**src/rtl/pmp_pkg.sv**
```systemverilog
package pmp_pkg;
  localparam int CFG_W = 5;
  localparam int CFG_EN = 4;
  localparam int CFG_LK = 3;

  typedef logic [2:0] perm_t;
  localparam perm_t P_NONE = 3'b000;
  localparam perm_t P_R    = 3'b100;
  localparam perm_t P_X    = 3'b001;
  localparam perm_t P_RW   = 3'b110;
  localparam perm_t P_RX   = 3'b101;
  localparam perm_t P_RWX  = 3'b111;

  // Lockdown grant for machine mode, index {lock,R,W,X}
  function automatic perm_t lockdown_mach(input logic [3:0] k);
    case (k)
      4'd2, 4'd3, 4'd14: return P_RW;
      4'd9, 4'd10:       return P_X;
      4'd11, 4'd13:      return P_RX;
      4'd12, 4'd15:      return P_R;
      default:           return P_NONE;
    endcase
  endfunction

  // Lockdown grant for lower modes, index {lock,R,W,X}
  function automatic perm_t lockdown_low(input logic [3:0] k);
    case (k)
      4'd1, 4'd10, 4'd11: return P_X;
      4'd2, 4'd4, 4'd15:  return P_R;
      4'd3, 4'd6:         return P_RW;
      4'd5:               return P_RX;
      4'd7:               return P_RWX;
      default:            return P_NONE;
    endcase
  endfunction
endpackage

```
**src/rtl/pmp_region_cmp.sv**
```systemverilog
module pmp_region_cmp #(
  parameter int ADDR_W = 32
) (
  input  logic [ADDR_W-1:0] first_b,
  input  logic [ADDR_W-1:0] last_b,
  input  logic [ADDR_W-1:0] lo,
  input  logic [ADDR_W-1:0] hi,
  input  logic              en,
  output logic              full,
  output logic              part
);
  logic in_first, in_last;
  always_comb begin
    in_first = (first_b >= lo) && (first_b <= hi);
    in_last  = (last_b  >= lo) && (last_b  <= hi);
    full     = en && in_first && in_last;
    part     = en && (in_first ^ in_last);
  end
endmodule

```
**src/rtl/pmp_prio_sel.sv**
```systemverilog
module pmp_prio_sel #(
  parameter int N     = 8,
  parameter int IDX_W = 4
) (
  input  logic [N-1:0]     full,
  input  logic [N-1:0]     part,
  output logic             found,
  output logic             is_part,
  output logic [IDX_W-1:0] idx
);
  always_comb begin
    found   = 1'b0;
    is_part = 1'b0;
    idx     = '0;
    // Descending walk: the lowest touching index is assigned last and wins
    for (int i = N - 1; i >= 0; i--) begin
      if (full[i] || part[i]) begin
        found   = 1'b1;
        is_part = part[i];
        idx     = IDX_W'(i);
      end
    end
  end
endmodule

```
**src/rtl/pmp_grant.sv**
```systemverilog
module pmp_grant
  import pmp_pkg::*;
#(
  parameter int N       = 8,
  parameter int IDX_W   = 4,
  parameter bit HAS_PMP = 1'b1
) (
  input  logic             found,
  input  logic             is_part,
  input  logic [IDX_W-1:0] win_idx,
  input  logic [CFG_W-1:0] win_cfg,
  input  logic             mmode,
  input  logic [2:0]       op,
  input  logic             lockdown,
  input  logic             deny_dflt,
  output perm_t            perm,
  output logic [IDX_W-1:0] idx,
  output logic             nomatch
);
  localparam logic [IDX_W-1:0] DFLT_IDX = IDX_W'(N);
  logic [3:0] key;
  assign key = win_cfg[3:0];

  always_comb begin
    perm    = P_NONE;
    idx     = '0;
    nomatch = 1'b0;
    if (found && is_part) begin
      nomatch = 1'b1;
    end else if (found) begin
      idx = win_idx;
      if (!lockdown)
        perm = (mmode && !win_cfg[CFG_LK]) ? P_RWX : perm_t'(win_cfg[2:0]);
      else
        perm = mmode ? lockdown_mach(key) : lockdown_low(key);
    end else if (deny_dflt) begin
      nomatch = 1'b1;
    end else if (lockdown) begin
      if (mmode && !op[0]) begin
        perm = P_RW;
        idx  = DFLT_IDX;
      end else begin
        nomatch = 1'b1;
      end
    end else if (mmode || !HAS_PMP) begin
      perm = P_RWX;
      idx  = DFLT_IDX;
    end else begin
      nomatch = 1'b1;
    end
  end
endmodule

```
**src/rtl/pmp_perm_check.sv**
```systemverilog
module pmp_perm_check
  import pmp_pkg::*;
#(
  parameter int NUM_ENTRIES = 8,
  parameter int ADDR_W      = 32,
  parameter int SIZE_W      = 4,
  parameter int WORD_BYTES  = 4,
  parameter bit HAS_PMP     = 1'b1,
  localparam int IDX_W      = $clog2(NUM_ENTRIES + 1)
) (
  input  logic                          clk,
  input  logic                          rst,
  input  logic                          req_valid,
  input  logic [ADDR_W-1:0]             req_addr,
  input  logic [SIZE_W-1:0]             req_size,
  input  logic                          req_mmode,
  input  logic [2:0]                    req_op,
  input  logic                          sec_lockdown,
  input  logic                          sec_deny_default,
  input  logic [NUM_ENTRIES*ADDR_W-1:0] ent_lo,
  input  logic [NUM_ENTRIES*ADDR_W-1:0] ent_hi,
  input  logic [NUM_ENTRIES*5-1:0]      ent_cfg,
  output logic                          rsp_valid,
  output logic                          rsp_allow,
  output logic [2:0]                    rsp_perm,
  output logic [IDX_W-1:0]              rsp_idx,
  output logic                          rsp_nomatch
);
  logic [ADDR_W-1:0]      span, last_b;
  logic [NUM_ENTRIES-1:0] full, part;
  logic                   found, is_part;
  logic [IDX_W-1:0]       win_idx, g_idx;
  logic [CFG_W-1:0]       win_cfg;
  perm_t                  g_perm;
  logic                   g_nom, g_allow;

  assign span   = (req_size == '0) ? ADDR_W'(WORD_BYTES) : ADDR_W'(req_size);
  assign last_b = req_addr + span - ADDR_W'(1);

  generate
    if (HAS_PMP) begin : g_regions
      for (genvar i = 0; i < NUM_ENTRIES; i++) begin : g_cmp
        pmp_region_cmp #(.ADDR_W(ADDR_W)) u_cmp (
          .first_b(req_addr),
          .last_b (last_b),
          .lo     (ent_lo[i*ADDR_W +: ADDR_W]),
          .hi     (ent_hi[i*ADDR_W +: ADDR_W]),
          .en     (ent_cfg[i*CFG_W + CFG_EN]),
          .full   (full[i]),
          .part   (part[i])
        );
      end
    end else begin : g_none
      assign full = '0;
      assign part = '0;
    end
  endgenerate

  pmp_prio_sel #(.N(NUM_ENTRIES), .IDX_W(IDX_W)) u_sel (
    .full(full), .part(part), .found(found), .is_part(is_part), .idx(win_idx)
  );

  always_comb begin
    win_cfg = '0;
    for (int i = 0; i < NUM_ENTRIES; i++)
      if (win_idx == IDX_W'(i)) win_cfg = ent_cfg[i*CFG_W +: CFG_W];
  end

  pmp_grant #(.N(NUM_ENTRIES), .IDX_W(IDX_W), .HAS_PMP(HAS_PMP)) u_grant (
    .found    (found),
    .is_part  (is_part),
    .win_idx  (win_idx),
    .win_cfg  (win_cfg),
    .mmode    (req_mmode),
    .op       (req_op),
    .lockdown (sec_lockdown),
    .deny_dflt(sec_deny_default),
    .perm     (g_perm),
    .idx      (g_idx),
    .nomatch  (g_nom)
  );

  assign g_allow = !g_nom && ((req_op & ~g_perm) == 3'b000);

  always_ff @(posedge clk) begin
    if (rst) begin
      rsp_valid   <= 1'b0;
      rsp_allow   <= 1'b0;
      rsp_perm    <= '0;
      rsp_idx     <= '0;
      rsp_nomatch <= 1'b0;
    end else begin
      rsp_valid <= req_valid;
      if (req_valid) begin
        rsp_allow   <= g_allow;
        rsp_perm    <= g_perm;
        rsp_idx     <= g_idx;
        rsp_nomatch <= g_nom;
      end
    end
  end
endmodule

```
**config.mk**
```make
export PLATFORM = sky130hd
export DESIGN_NAME = pmp_perm_check
export DESIGN_NICKNAME = d
export VERILOG_FILES = /design/src/rtl/pmp_pkg.sv /design/src/rtl/pmp_region_cmp.sv /design/src/rtl/pmp_prio_sel.sv /design/src/rtl/pmp_grant.sv /design/src/rtl/pmp_perm_check.sv
export SDC_FILE = /design/constraint.sdc
export NUM_CORES = 1
export LEC_CHECK = 0
export ABC_AREA = 1
export CAP_MARGIN = 0
export CELL_PAD_IN_SITES_DETAIL_PLACEMENT = 1
export CELL_PAD_IN_SITES_GLOBAL_PLACEMENT = 1
export CORE_MARGIN = 10
export CORE_UTILIZATION = 35
export DETAILED_ROUTE_END_ITERATION = 10
export HOLD_SLACK_MARGIN = 0.15
export MAX_ROUTING_LAYER = met4
export PLACE_DENSITY = 0.88
export SLEW_MARGIN = 15
export SYNTH_ARGS = -nofsm -noshare
export SYNTH_HDL_FRONTEND = slang
export SYNTH_SLANG_ARGS = --single-unit
```
**constraint.sdc**
```tcl
create_clock -name clk -period 12.1 [get_ports clk]
set_input_delay 1.21 -clock clk [delete_from_list [all_inputs] [get_ports clk]]
set_output_delay 1.21 -clock clk [all_outputs]
set_load 0.02 [all_outputs]
```
# == Yosys cells after proc, flatten, opt, wreduce, memory -nomap -nowiden ==
# Memory sizes are Yosys's and may differ from the RTL's.
# Index checks and enable logic that the tools add are counted.
# word_totals
register_bits,10
rom_bits,96
in_bits,597
out_inout_bits,10
wordCells,170
mem_count,2
# memory_table
name,words,word_bits,rd,rd_clocked_by_memory_dff,wr,line,text
(no name shown),16,3,1,0,0,pmp_pkg.sv:16,case (k)
(no name shown),16,3,1,0,0,pmp_pkg.sv:27,case (k)
# classes
n_addsub,2
n_lt_le_gt_ge,32
eq_ne,7
n_mux,54
n_bitwise,10
n_reduce_logical,58
# op_table
cell,count
32-bit >= comparator,16
32-bit less-or-equal comparator,16
4-bit two-way mux,15
3-bit two-way mux,17
1-bit logical AND,44
32-bit by 4-bit adder with 32-bit output,1
"32-bit by 1-bit subtractor with 32-bit output, second input constant",1
1-bit two-way mux,22
"4-bit by 3-bit equality test with 1-bit output, second input constant",4
"4-bit by 2-bit equality test with 1-bit output, second input constant",2
4-bit zero test,2
1-bit logical OR,8
1-bit XOR,8
"4-bit by 1-bit equality test with 1-bit output, second input constant",1
3-bit bitwise AND,1
1-bit zero test,3
3-bit zero test,1
3-bit inverter,1

# == Depth between registers and ports, before layout ==
# logic_depth
word_depth,36
ltp_mapped,64
depth_no_buf,64

# == Modules after synthesis ==
# Synthesis repeated with hierarchy kept, for this count alone.
# hier_totals
hier_cells,4698
area_unflattened_um2,29694.7
# modules_own_cells
module,instances,cells_each,area_each_um2
pmp_region_cmp,8,492,3228.1
pmp_perm_check,1,658,3323.2
pmp_prio_sel,1,49,275.3
pmp_grant,1,55,271.5

# == Worst setup path after synthesis ==
# No wires, ideal clock.
# synth_path
path_kind,input -> register
startpoint,input port req_addr[0]
endpoint,register rsp_perm[1]
t_arrival_ps,7673
required_ps,11983
path_slack_ps,4310
path_stages,61
n_path_buf,1
cell_sequence,inv_1 -> ha_1 -> inv_1 -> ha_1 -> inv_1 -> fa_1 -> o21ai_2 -> a21oi_1 -> o21bai_2 -> nand2_1 -> nand2_1 -> a21oi_1 -> o21ai_2 -> nand3_1 -> nand2_1 -> a21oi_1 -> o21ai_2 -> nand3_1 -> [25 not listed] -> nand2_1 -> nand2_2 -> nand2_2 -> nand2_4 -> buf_6 -> nand4_1 -> nand3_2 -> nor2_2 -> nand4_2 -> nor2_4 -> nand2_1 -> nand2_1 -> nor2_1 -> nor2_1 -> nand2_1 -> nand2_1 -> nand2_1 -> a22o_1
# synth_between
elab_chain_cells,30
elab_cells_between_ends,140
classes_between,add/sub: 2; order compare: 32; eq/ne: 7; mux: 37; bitwise: 8; reduce/logical: 52; memory: 2
# synth_lines
item,line,text
start: declaration,pmp_perm_check.sv:14,"input logic [ADDR_W-1:0] req_addr,"
"parallel branches: the longest is 29 deep, another holds 32-bit by 4-bit adder with 32-bit output",--,
3-bit two-way mux (*),pmp_grant.sv:28,if (found && is_part) begin
end signal: assignment,pmp_perm_check.sv:96,rsp_perm <= g_perm;
end: declaration,pmp_perm_check.sv:25,"output logic [2:0] rsp_perm,"
# Mark *: on every way between the ends.
# A chain may end at the register's enable or synchronous reset.

# == Worst setup path in the final report ==
# layout_path
startpoint,input port req_addr[0]
endpoint,register rsp_allow
# layout_between
elab_chain_cells,34
elab_cells_between_ends,147
classes_between,add/sub: 2; order compare: 32; eq/ne: 7; mux: 39; bitwise: 10; reduce/logical: 55; memory: 2
# layout_lines
item,line,text
"parallel branches: the longest is 33 deep, another holds 32-bit by 4-bit adder with 32-bit output",--,
1-bit logical AND (*),pmp_perm_check.sv:83,assign g_allow = !g_nom && ((req_op & ~g_perm) == 3'b000);
end signal: assignment,pmp_perm_check.sv:95,rsp_allow <= g_allow;
end: declaration,pmp_perm_check.sv:24,"output logic rsp_allow,"
# Marks and branches as above.

==> results.py <==
metrics = {
    "run_status": {
        "status": "finished clean",
    },
    "floorplanning": {
        "rows": 102,
        "pin_count": 607,
        "start_util_pct": 35.3,
        "die_w_um": 299,
        "die_h_um": 299,
        "dieArea_um2": 89600,
        "core_area_um2": 77500,
    },
    "critical_path": {
        "crit_path_max_incr_delay_ns": 0.90,
        "critPathMaxFanout": 17,
        "critPathLaunchType": "input port",
        "r2r_start": "rsp_perm[1]",
        "worstPathRequired_ns": 12.22,
        "worst_r2r_endpoint": "rsp_perm[1]",
        "path_common_cell": "nand2_1",
        "worstPathArrival_ns": 10.69,
        "cp_slowest_cell": "xor2_2",
        "reg2regPathDepth": 1,
        "endpoint_kind": "flop",
        "rrSetupSlack_ns": 11.40,
        "worst-setup-path-type": "in2reg",
    },
    "power_and_ir_drop": {
        "pwr-share-comb_pct": 96.2,
        "seq_power_share_pct": 1.6,
        "switchingPower_mw": 1.57,
        "p_leak_nw": 19.6,
        "vdd_drop_max_mv": 0.0506,
        "switching_share_pct": 61.0,
        "p_int_mw": 1.00,
        "power_density_nw_per_um2": 72.7,
        "clkPwrFrac_pct": 2.2,
    },
    "timing": {
        "finalSetupViolCount": 0,
        "fmax_ghz": 0.0946,
        "hold_violations": 0,
        "period_needed_ns": 10.57,
        "rsz0062_at_grt": "no",
        "fin_skew_ns": 0,
        "slew_violations": 0,
        "fin_tns_setup_ns": 0,
        "worst_pin_slew_ns": 1.30,
        "slew-limit-headroom_pct": 12.9,
        "min_period_over_period_pct": 87.4,
    },
    "final_layout": {
        "area.growth.synth_to_final_pct": 29.5,
        "nFillCells": 10200,
        "nNetsFinal": 6462,
        "register_area_um2": 200,
        "drive_gt1_share_pct": 3.10,
        "postLayoutCoreUtil_pct": 45.7,
        "multiInputGateArea_um2": 24400,
    },
    "detailed_routing": {
        "remaining_drc_errors": 0,
        "vias": 32400,
        "vias_per_cell": 5.53,
        "detail_route.wl_per_cell_um": 24.3,
        "wirelength_um": 143000,
        "drt_iter0_drc": 2043,
        "ant_nets": 0,
        "drt-pass1-iter-count": 5,
    },
    "cts": {
        "cts_tree": "yes",
        "cts_setup_buffers": 0,
        "htreeDepth": 1,
        "clock_sinks": 10,
        "cts_buffers": 3,
        "clock_tree.buffer_depth": 2,
        "clkSlewWorstSetupHoldPaths_ns": 0.04,
        "holdBufCountCts": 0,
        "insertion_delay_ns": 0.23,
        "postCtsResizedCells": 0,
        "root_buffer": "clkbuf_16",
    },
    "hold_path": {
        "hold_path_class": "reg2reg",
        "hold_path_end": "rsp_allow",
        "hold_depth": 2,
        "min_from": "rsp_allow",
    },
    "global_routing": {
        "grt_pass1_wl_um": 207000,
        "grt-ovfl-total": 0,
        "antenna_found_initial": 21,
        "grt_max_degree": 19,
        "grt_pass1_vias": 34000,
        "grt_usage_pct": 31.1,
    },
    "synthesis": {
        "ys_top_cells_by_area": "ha_1 48%, nand2_1 12%, inv_1 11%, a21oi_1 9.6%, nor2_1 3.4%",
        "ys_ff_latch": 10,
        "netlist.area_leader.share_pct": 48.5,
        "synth_cell_types": 51,
        "netlist_area_um2": 27300,
        "synth_fp_nets": 5803,
        "seq_area_frac_synth_pct": 0.733,
        "synth.top_cells.by_count": "1058 x ha_1, 880 x nand2_1, 773 x inv_1",
        "async_flop_share_pct": 0,
        "avgSynthCellArea_um2": 6.59,
        "synth_edf_count": 0,
        "post-synth-top-count-cell": "ha_1",
        "synthFlopType": "dfxtp_1",
        "syn_inst": 4147,
        "synth.largest_area_cell": "ha_1",
        "yosys_warnings": 0,
    },
    "placement": {
        "dp_hpwl_um": 119000,
        "io_buffers": 606,
        "gp_congestion": 0.976,
    },
    "run": {
        "drv_cap": 0,
    },
}
power groups by stage:
stage                     Combinational, mW  Sequential, mW  Clock, mW
after floorplan                        1.42          0.0471          0
after global placement                 2.29          0.0419          0
after detailed placement               2.41          0.0419          0
after CTS                              2.43          0.0417     0.0563
after global routing                   2.75          0.0420     0.0585
final                                  2.47          0.0420     0.0565
how the worst max path moves through the flow:
stage	endpoint	from	slack, ns
after CTS	rsp_allow	req_addr[0]	1.68
after global placement	rsp_allow	req_addr[0]	1.85
after floorplan	rsp_perm[1]	req_addr[0]	4.31
after detailed placement	rsp_allow	req_addr[0]	1.54
after global routing	rsp_allow	req_addr[0]	0.70
final	rsp_allow	req_addr[0]	1.53
sequential cells by signal, indices dropped and copies added, names as in the netlist:
register	flops
rsp_idx	4
rsp_perm	3
rsp_allow	1
rsp_nomatch	1
rsp_valid	1
final cells by class:
cell class | count | share of cell area [%]
Multi-Input combinational cell | 3353 | 69.0
Timing Repair Buffer | 657 | 18.1
Tap cell | 1040 | 3.68
Inverter | 781 | 8.29
Antenna cell | 22 | 0.156
Clock buffer | 3 | 0.212
Sequential cell | 10 | 0.566
critical path, delay by kind of cell:
kind	cells	cell delay [ns]
fa+ha+maj	4	1.15
compound gates	8	1.55
buf+inv	6	1.08
simple gates	41	4.77
xor+xnor	1	0.90
cells by family (layout without fill, tap and decap cells):
kind of cell               count (synthesis)  count (layout)  share of synthesized area [%]
and+or+nand+nor                         1448            1448                           22.7
adders and majority gates               1059            1059                           48.5
AOI/OAI and AO/OA                        816             816                           16.2
buffers and inverters                    784            1441                           10.8
xor gates and xnor gates                  30              30                          0.962
DFF                                       10              10                          0.733
other                                      0              22                              0
metal layers:
layer / global-route usage [%] / vias to the layer above / share of wire (%)
li1: - / 15400 / -
met1: 38.2 / 15500 / 43
met2: 50.6 / 1254 / 45
met3: 4.37 / 302 / 6.9
met4: 12.9 / 0 / 4.7
met5: - / - / 0
through the flow:
stage	hold WS, ns	std cells	power (mW)	setup WS [ns]	instance area, µm²
4_1_cts	0.476	5844	2.53	1.68	35300
3_5_place_dp	0.450	5841	2.45	1.54	35200
5_1_grt	0.479	5865	2.85	0.696	35400
6_report	0.473	5866	2.57	1.53	35400
2_1_floorplan	0.529	4147	1.47	4.31	27300
3_3_place_gp	0.452	5841	2.33	1.85	35200
placed cells by master (no fill, tap or decap), types with 7 or more instances in the layout:
| cell type | instances |
|---|---|
| a211oi_1 | 9 |
| o21bai_1 | 11 |
| a21oi_1 | 526 |
| ha_1 | 1058 |
| xor2_2 | 9 |
| nand4_1 | 107 |
| nor3_1 | 34 |
| a31oi_1 | 9 |
| buf_4 | 51 |
| dfxtp_1 | 10 |
| nor2_2 | 7 |
| nor2_1 | 248 |
| o211ai_1 | 21 |
| nand2_2 | 12 |
| nor4_2 | 10 |
| a21o_1 | 19 |
| clkdlybuf4s50_1 | 600 |
| o21a_1 | 37 |
| diode_2 | 22 |
| xor2_4 | 7 |
| nand3_1 | 116 |
| inv_1 | 773 |
| o21ai_1 | 9 |
| nand2_1 | 880 |
| o21ai_0 | 153 |
No activity file was read; power rests on OpenSTA's default activity.
